<file path="src/rtl/vic_pkg.sv">
// Package: shared widths, source indices and the vector lookup for the
// interrupt controller. Index order equals vector address order, so a
// lower index means a higher priority.
package vic_pkg;
    localparam int NUM_SRC = 8;
    localparam int VEC_W   = 12;
    localparam int DATA_W  = 8;
    localparam int IDX_W   = $clog2(NUM_SRC);

    typedef enum logic [IDX_W-1:0] {
        SRC_EXT   = 3'd0,
        SRC_TMRA  = 3'd1,
        SRC_ADC   = 3'd2,
        SRC_HIGH  = 3'd3,
        SRC_LOW   = 3'd4,
        SRC_TMRB  = 3'd5,
        SRC_TMRC  = 3'd6,
        SRC_TMRD  = 3'd7
    } src_e;

    typedef struct packed {
        logic [DATA_W-1:0] acc;
        logic [DATA_W-1:0] rega;
        logic [DATA_W-1:0] regb;
    } ctx_t;

    // Fixed fetch address for each source.
    function automatic logic [VEC_W-1:0] vec_of(input logic [IDX_W-1:0] idx);
        case (src_e'(idx))
            SRC_EXT:  vec_of = 12'h003;
            SRC_TMRA: vec_of = 12'h009;
            SRC_ADC:  vec_of = 12'h00C;
            SRC_HIGH: vec_of = 12'h012;
            SRC_LOW:  vec_of = 12'h015;
            SRC_TMRB: vec_of = 12'h018;
            SRC_TMRC: vec_of = 12'h01B;
            default:  vec_of = 12'h01E;
        endcase
    endfunction
endpackage

</file>
<file path="src/rtl/vic_flags.sv">
// Module: pending flag and mask registers.
// Each flag is sticky: an event sets it and only a software write clears it.
// An event beats a same-cycle write of 0. The status is flags AND mask.
// Assumes the events are single-cycle pulses that are already synchronous.
module vic_flags #(
    parameter int N = vic_pkg::NUM_SRC
) (
    input  logic         clk,
    input  logic         rst_n,
    input  logic [N-1:0] evt,
    input  logic         flag_we,
    input  logic [N-1:0] flag_wd,
    input  logic         mask_we,
    input  logic [N-1:0] mask_wd,
    output logic [N-1:0] status
);
    logic [N-1:0] flags_q;
    logic [N-1:0] mask_q;
    logic [N-1:0] flags_d;

    // Next flag value: a write replaces the flags, then new events are ORed on top.
    always_comb begin
        flags_d = flag_we ? flag_wd : flags_q;
        flags_d = flags_d | evt;
    end

    // Flag storage.
    always_ff @(posedge clk) begin
        if (!rst_n) flags_q <= '0;
        else        flags_q <= flags_d;
    end

    // Mask storage.
    always_ff @(posedge clk) begin
        if (!rst_n)       mask_q <= '0;
        else if (mask_we) mask_q <= mask_wd;
    end

    assign status = flags_q & mask_q;

    // Any event sampled at an edge shows up in the flags after that edge.
    assert_evt_sets_flag_R1: assert property (@(posedge clk) disable iff (!rst_n)
        (evt != '0) |=> ((flags_q & $past(evt)) == $past(evt)));

    // Without a write, a set flag stays set.
    assert_flag_sticky_R3: assert property (@(posedge clk) disable iff (!rst_n)
        (!flag_we) |=> ((flags_q & $past(flags_q)) == $past(flags_q)));

    // Without an event, a write loads exactly the written value.
    assert_flag_write_R3: assert property (@(posedge clk) disable iff (!rst_n)
        (flag_we && evt == '0) |=> (flags_q == $past(flag_wd)));
endmodule

</file>
<file path="src/rtl/vic_arbiter.sv">
// Module: fixed-priority selection among the masked pending requests.
// The lowest index wins, which is also the lowest vector address.
// Purely combinational; assumes status is registered upstream.
module vic_arbiter #(
    parameter int N     = vic_pkg::NUM_SRC,
    parameter int VW    = vic_pkg::VEC_W,
    localparam int IW   = $clog2(N)
) (
    input  logic [N-1:0]  status,
    output logic          pending,
    output logic [VW-1:0] vec_sel
);
    logic [IW-1:0] win_idx;
    logic [N-1:0]  grant;

    // Scan from the highest index down, so the lowest set index is the last one kept.
    always_comb begin
        win_idx = '0;
        for (int i = N - 1; i >= 0; i--) begin
            if (status[i]) win_idx = IW'(i);
        end
    end

    // One-hot grant built per bit: a bit is granted only if no lower bit is set.
    for (genvar g = 0; g < N; g++) begin : g_grant
        if (g == 0) begin : g_first
            assign grant[g] = status[g];
        end else begin : g_rest
            assign grant[g] = status[g] & ~(|status[g-1:0]);
        end
    end

    assign pending = |status;
    assign vec_sel = vic_pkg::vec_of(win_idx);

    // The grant is one-hot and agrees with the scanned winner.
    always_comb begin
        if (pending) begin
            assert_grant_onehot_R7: assert ($onehot0(grant) && grant[win_idx]);
        end
    end
endmodule

</file>
<file path="src/rtl/vic_gie_ctl.sv">
// Module: global enable state and the interrupt-take strobe.
// A take happens when the enable is set and a request is pending. It clears
// the enable and wins over any command in that cycle. After the take, the
// disable command clears the enable, and the enable and return commands set it.
module vic_gie_ctl #(
    parameter int VW = vic_pkg::VEC_W
) (
    input  logic          clk,
    input  logic          rst_n,
    input  logic          pending,
    input  logic [VW-1:0] vec_sel,
    input  logic          cmd_en,
    input  logic          cmd_dis,
    input  logic          cmd_ret,
    output logic          take,
    output logic          gie,
    output logic          vec_valid,
    output logic [VW-1:0] vec_addr
);
    assign take = gie & pending;

    // Global enable update with the take given first priority.
    always_ff @(posedge clk) begin
        if (!rst_n)                gie <= 1'b0;
        else if (take)             gie <= 1'b0;
        else if (cmd_dis)          gie <= 1'b0;
        else if (cmd_en | cmd_ret) gie <= 1'b1;
    end

    // Register the strobe and the address for the fetch unit.
    always_ff @(posedge clk) begin
        if (!rst_n) begin
            vec_valid <= 1'b0;
            vec_addr  <= '0;
        end else begin
            vec_valid <= take;
            if (take) vec_addr <= vec_sel;
        end
    end

    // The strobe comes with the enable already dropped.
    assert_take_clears_gie_R5: assert property (@(posedge clk) disable iff (!rst_n)
        vec_valid |-> !gie);
    // The strobe lasts exactly one cycle.
    assert_strobe_single_R5: assert property (@(posedge clk) disable iff (!rst_n)
        vec_valid |=> !vec_valid);
    // The enable command raises the enable when no take is in progress.
    assert_en_sets_gie_R4: assert property (@(posedge clk) disable iff (!rst_n)
        (cmd_en && !cmd_dis && !take) |=> gie);
    // The return command raises the enable when no take is in progress.
    assert_ret_sets_gie_R9: assert property (@(posedge clk) disable iff (!rst_n)
        (cmd_ret && !cmd_dis && !take) |=> gie);
endmodule

</file>
<file path="src/rtl/vic_shadow.sv">
// Module: single-level context shadow.
// The shadow captures the live context on every take, so a nested take
// overwrites it. The return command produces a one-cycle restore strobe.
// The shadow outputs always show the stored copy.
module vic_shadow #(
    parameter int DW = vic_pkg::DATA_W
) (
    input  logic          clk,
    input  logic          rst_n,
    input  logic          take,
    input  logic          cmd_ret,
    input  vic_pkg::ctx_t ctx_in,
    output vic_pkg::ctx_t ctx_out,
    output logic          restore_valid
);
    // Capture the context on each take.
    always_ff @(posedge clk) begin
        if (!rst_n)    ctx_out <= '0;
        else if (take) ctx_out <= ctx_in;
    end

    // Pulse the restore strobe one cycle after the return command.
    always_ff @(posedge clk) begin
        if (!rst_n) restore_valid <= 1'b0;
        else        restore_valid <= cmd_ret;
    end

    // A take leaves the live context in the shadow.
    assert_capture_R8: assert property (@(posedge clk) disable iff (!rst_n)
        take |=> (ctx_out == $past(ctx_in)));
    // Without a take the shadow is unchanged.
    assert_hold_R8: assert property (@(posedge clk) disable iff (!rst_n)
        !take |=> $stable(ctx_out));
endmodule

</file>
<file path="src/rtl/vic_ctx_top.sv">
// Module: top of the vectored interrupt controller with context shadow.
// It wires the flags, the arbiter, the enable control and the shadow together.
// Assumes single-cycle command and event pulses from the core and peripherals.
module vic_ctx_top #(
    parameter int N  = vic_pkg::NUM_SRC,
    parameter int VW = vic_pkg::VEC_W,
    parameter int DW = vic_pkg::DATA_W
) (
    input  logic          clk,
    input  logic          rst_n,
    input  logic [N-1:0]  evt_i,
    input  logic          flag_wr_en,
    input  logic [N-1:0]  flag_wr_data,
    input  logic          mask_wr_en,
    input  logic [N-1:0]  mask_wr_data,
    input  logic          cmd_en,
    input  logic          cmd_dis,
    input  logic          cmd_ret,
    input  logic [DW-1:0] acc_i,
    input  logic [DW-1:0] rega_i,
    input  logic [DW-1:0] regb_i,
    output logic [N-1:0]  status_o,
    output logic          gie_o,
    output logic          vec_valid_o,
    output logic [VW-1:0] vec_addr_o,
    output logic          restore_valid_o,
    output logic [DW-1:0] acc_o,
    output logic [DW-1:0] rega_o,
    output logic [DW-1:0] regb_o
);
    logic          pending;
    logic [VW-1:0] vec_sel;
    logic          take;
    vic_pkg::ctx_t ctx_live;
    vic_pkg::ctx_t ctx_saved;

    assign ctx_live = '{acc: acc_i, rega: rega_i, regb: regb_i};

    vic_flags #(.N(N)) u_flags (
        .clk     (clk),
        .rst_n   (rst_n),
        .evt     (evt_i),
        .flag_we (flag_wr_en),
        .flag_wd (flag_wr_data),
        .mask_we (mask_wr_en),
        .mask_wd (mask_wr_data),
        .status  (status_o)
    );

    vic_arbiter #(.N(N), .VW(VW)) u_arb (
        .status  (status_o),
        .pending (pending),
        .vec_sel (vec_sel)
    );

    vic_gie_ctl #(.VW(VW)) u_gie (
        .clk       (clk),
        .rst_n     (rst_n),
        .pending   (pending),
        .vec_sel   (vec_sel),
        .cmd_en    (cmd_en),
        .cmd_dis   (cmd_dis),
        .cmd_ret   (cmd_ret),
        .take      (take),
        .gie       (gie_o),
        .vec_valid (vec_valid_o),
        .vec_addr  (vec_addr_o)
    );

    vic_shadow #(.DW(DW)) u_shadow (
        .clk           (clk),
        .rst_n         (rst_n),
        .take          (take),
        .cmd_ret       (cmd_ret),
        .ctx_in        (ctx_live),
        .ctx_out       (ctx_saved),
        .restore_valid (restore_valid_o)
    );

    assign acc_o  = ctx_saved.acc;
    assign rega_o = ctx_saved.rega;
    assign regb_o = ctx_saved.regb;

    // A pending masked request with the enable set always produces a strobe next cycle.
    assert_pending_taken_R5: assert property (@(posedge clk) disable iff (!rst_n)
        (gie_o && status_o != '0) |=> vec_valid_o);
    // No strobe without a masked request and the enable set at the prior edge.
    assert_no_spurious_R5: assert property (@(posedge clk) disable iff (!rst_n)
        (!gie_o || status_o == '0) |=> !vec_valid_o);
endmodule

</file>
<file path="config.mk">
export PLATFORM = sky130hd
export DESIGN_NAME = vic_ctx_top
export DESIGN_NICKNAME = d
export VERILOG_FILES = /design/src/rtl/vic_pkg.sv /design/src/rtl/vic_flags.sv /design/src/rtl/vic_arbiter.sv /design/src/rtl/vic_gie_ctl.sv /design/src/rtl/vic_shadow.sv /design/src/rtl/vic_ctx_top.sv
export SDC_FILE = /design/constraint.sdc
export NUM_CORES = 1
export LEC_CHECK = 0
export ABC_AREA = 1
export BUFFER_PORTS_ARGS = -buffer_cell sky130_fd_sc_hd__buf_2
export CAP_MARGIN = 40
export CORE_ASPECT_RATIO = 0.5
export CORE_MARGIN = 2
export CORE_UTILIZATION = 48
export DETAILED_ROUTE_END_ITERATION = 8
export HOLD_SLACK_MARGIN = 0.08
export MAX_ROUTING_LAYER = met4
export PLACE_DENSITY = 0.81
export REMOVE_ABC_BUFFERS = 1
export SYNTH_ARGS = -nofsm -noshare
export SYNTH_HDL_FRONTEND = slang
export SYNTH_SLANG_ARGS = --single-unit
</file>
<file path="constraint.sdc">
create_clock -name clk -period 2.6 [get_ports clk]
set_input_delay 0.39 -clock clk [delete_from_list [all_inputs] [get_ports clk]]
set_output_delay 0.39 -clock clk [all_outputs]
set_load 0.05 [all_outputs]
</file>
==> out/results.tsv <==
stage	metric	value	unit
worst_setup_path	path_buf_inv	3	
power_and_ir_drop	pwr-share-clk	31.3	%
clock_tree	numCtsBuffers	5	
place	post-place-ws	0.897	ns
drt	drt-initial-drc-count	79	
grt	grt_overflow	0	
timing	finalCriticalPeriod	1.70	ns
logic_synthesis	yosys_warnings	0	
cells_and_area	drive_above_1_share	34.8	%
worst_setup_path	cp_slowest_cell	inv_2	
logic_synthesis	synth_top_area_share	47.9	%
power_and_ir_drop	p_int	1.19	mW
power_and_ir_drop	p_leak	1.41	nW
grt	antenna_found_initial	0	
timing	tns	0	ns
floorplan	rows	16	
worst_setup_path	arrival	1.92	ns
cells_and_area	fin_area	2550	um2
power_and_ir_drop	combPwrFrac	22.6	%
drt	vias	1918	
timing	fin_hold_ws	0.240	ns
flow_run	max_cap_violations	0	
drt	wl	4660	um
cells_and_area	fillers	362	
power_and_ir_drop	p_sw_share	32.6	%
timing	fmax	587	MHz
floorplan	start_util	50.6	%
grt	grt_pass1_vias	1824	
cells_and_area	num_antenna_cells	0	
clock_tree	postCtsSetupBuffers	0	
timing	worst_slack	0.897	ns
logic_synthesis	avgSynthCellArea	7.69	um2
timing	grt_setup_unrepaired	no	
drt	met1_length	1970	um
timing	finalSetupViolCount	0	
floorplan	die_w	95.4	um
timing	tightest_slew	0.607	ns
worst_hold_path	holdPathStages	2	
worst_setup_path	worstSetupEndpointType	flip-flop	
worst_setup_path	cp_data_required_time	2.82	ns
clock_tree	clkTransAtPathRegs	0.10	ns
timing	clock_skew	0.00943	ns
clock_tree	clock_sinks	48	
cells_and_area	seqCellArea	961	um2
drt	drc	0	
clock_tree	htree_num_levels	2	
worst_setup_path	critPathTopFamily	simple AND/OR/NAND/NOR gates	
clock_tree	cts_root_buffer	clkbuf_8	
worst_setup_path	critical_path_class	flip-flop to flip-flop	
floorplan	die_h	49.7	um
clock_tree	cts_tree	yes	
timing	report.final.hold_viol_count	0	
power_and_ir_drop	seq_power_share	46.1	%
timing	slew_headroom	59.5	%
power_and_ir_drop	p_sw	0.576	mW
drt	wl_met3	263	um
worst_setup_path	critPathMaxFanout	30	
worst_setup_path	cp.depth	11	
floorplan	die-area	4750	um2
grt	grt_pass1_wl	7680	um
logic_synthesis	yosysTopAreaCell	dfxtp_1	
logic_synthesis	yosysSeqAreaShare	47.9	%
cells_and_area	nets	405	
worst_setup_path	rrSetupSlack	0.90	ns
power_and_ir_drop	power_density	693	nW/um2
floorplan	num_io_pins	102	
grt	grt_use_total	21.3	%
timing	final.period_utilization	65.5	%
worst_setup_path	rr_worst_depth	11	
grt	grt_max_degree	44	
drt	firstDrtPassIters	4	
worst_hold_path	hold_path.class	input port to flip-flop	
clock_tree	cts-resized-gates	0	
clock_tree	hold_buffers	0	
place	dp_hpwl	3450	um
drt	wire_per_inst	11.5	um
logic_synthesis	synth_area_leaders	dfxtp_1 (48%), nor2_1 (13%), o21ai_0 (8.7%), inv_1 (4.7%), mux2_2 (3.9%)	
cells_and_area	final_cells	405	
clock_tree	clk_latency	0.30	ns
status	status	finished, final reports clean	
cells_and_area	syn_to_final_growth	27.0	%
place	dpl_cell_area	2430	um2
logic_synthesis	yosys_register_bits	48	
clock_tree	clockBufferDepth	2	
place	gp_congestion	0.843	
drt	postRouteAntennaNets	0	
drt	viasPerCell	4.74	
place	dpl.cell_count	397	
logic_synthesis	synth_area	2010	um2
worst_setup_path	crit_path_start_kind	flip-flop	
worst_setup_path	cpPeakStageDelay	0.42	ns
cells_and_area	multi_input_area	837	um2
drt	wl_met2	2360	um
logic_synthesis	netlist_instances	261	
logic_synthesis	synth_cell_types	25	
worst_setup_path	crit_top_cell	nand2_1	
power_and_ir_drop	ir_drop	0.331	mV
timing	finalMaxSlewViolations	0	
drt	topRoutingLayerUsed	met4	
place	numPortBuffers	94	
floorplan	core	3960	um2
worst_setup_path	crit_chain	nand2_1 -> nand2_1 -> nor2_2 -> nand2_2 -> nand2_4 -> inv_2 -> nand2_1 -> inv_1 -> nand3_1 -> nand2_1 -> inv_1	
## state kept, by name, summed over array words and instances, names as in the netlist
name / count
u_shadow.ctx_out: 24
u_flags.flags_q: 8
u_gie.gie: 1
u_shadow.restore_valid: 1
u_gie.vec_addr: 5
u_flags.mask_q: 8
u_gie.vec_valid: 1
## per-stage QoR
stage	util (%)	power, mW
after floorplan	-	1.11
after global placement	61.4	1.22
after detailed placement	61.4	1.23
after CTS	64.3	1.77
after global routing	64.3	1.84
final	64.3	1.77
## cell type report
type	instances	area share, %
Clock inverter	3	1.82
Clock buffer	5	2.70
Tap cell	54	2.65
Sequential cell	48	37.7
Inverter	26	3.83
Timing Repair Buffer	94	18.5
Multi-Input combinational cell	175	32.8
## logic make-up after synthesis
| kind of cell | Yosys count | synth area share [%] |
|---|---|---|
| compound gates | 48 | 12.1 |
| mux | 7 | 3.93 |
| buf+inv | 44 | 11.5 |
| other cells | 1 | 0.187 |
| simple gates | 113 | 24.4 |
| flops | 48 | 47.9 |
## cells in the mapped netlist
master    number
nand2_2        6
buf_8          1
o21ai_1        6
dfxtp_1       48
nand4_1        2
o21ai_0       35
nor4_2         1
buf_4          7
nand2_4        3
nor2_1        71
clkbuf_1       3
nor2_2         2
nand3_1        5
nand2_1       21
buf_2          4
a21oi_1        5
nor3_1         2
a31oi_1        2
inv_1         25
buf_6          1
inv_2          1
buf_1          1
mux2_2         7
buf_12         1
conb_1         1
## cell usage in the layout (no fill, tap or decap), drive strengths merged
cell type / instances
a21oi: 5
a31oi: 2
buf: 94
bufinv: 1
clkbuf: 5
clkinvlp: 1
conb: 7
dfxtp: 48
inv: 27
mux2: 7
nand2: 30
nand3: 5
nand4: 2
nor2: 73
nor3: 2
nor4: 1
o21ai: 41
## metal layers
metal,track usage [%],up-vias
met5,-,-
met4,8.81,0
met3,4.89,6
met2,38.0,51
met1,23.1,878
li1,-,983
## path summary, 6_finish.rpt
| kind | end | start |
|---|---|---|
| worst min-delay path | u_gie.gie | cmd_dis |
| worst max-delay path | u_gie.vec_addr[1] | u_flags.mask_q[4] |
| worst min register to register | u_gie.vec_addr[2] | u_gie.vec_addr[2] |
| worst max register to register | u_gie.vec_addr[1] | u_flags.mask_q[4] |
## power by group through the flow
stage	Combinational [mW]	Clock, mW	Sequential (mW)
after floorplan	0.168	0	0.945
after global placement	0.389	0	0.829
after detailed placement	0.398	0	0.831
after CTS	0.400	0.559	0.814
after global routing	0.434	0.587	0.821
final	0.399	0.552	0.814
Power figures use the tool's default switching activity.
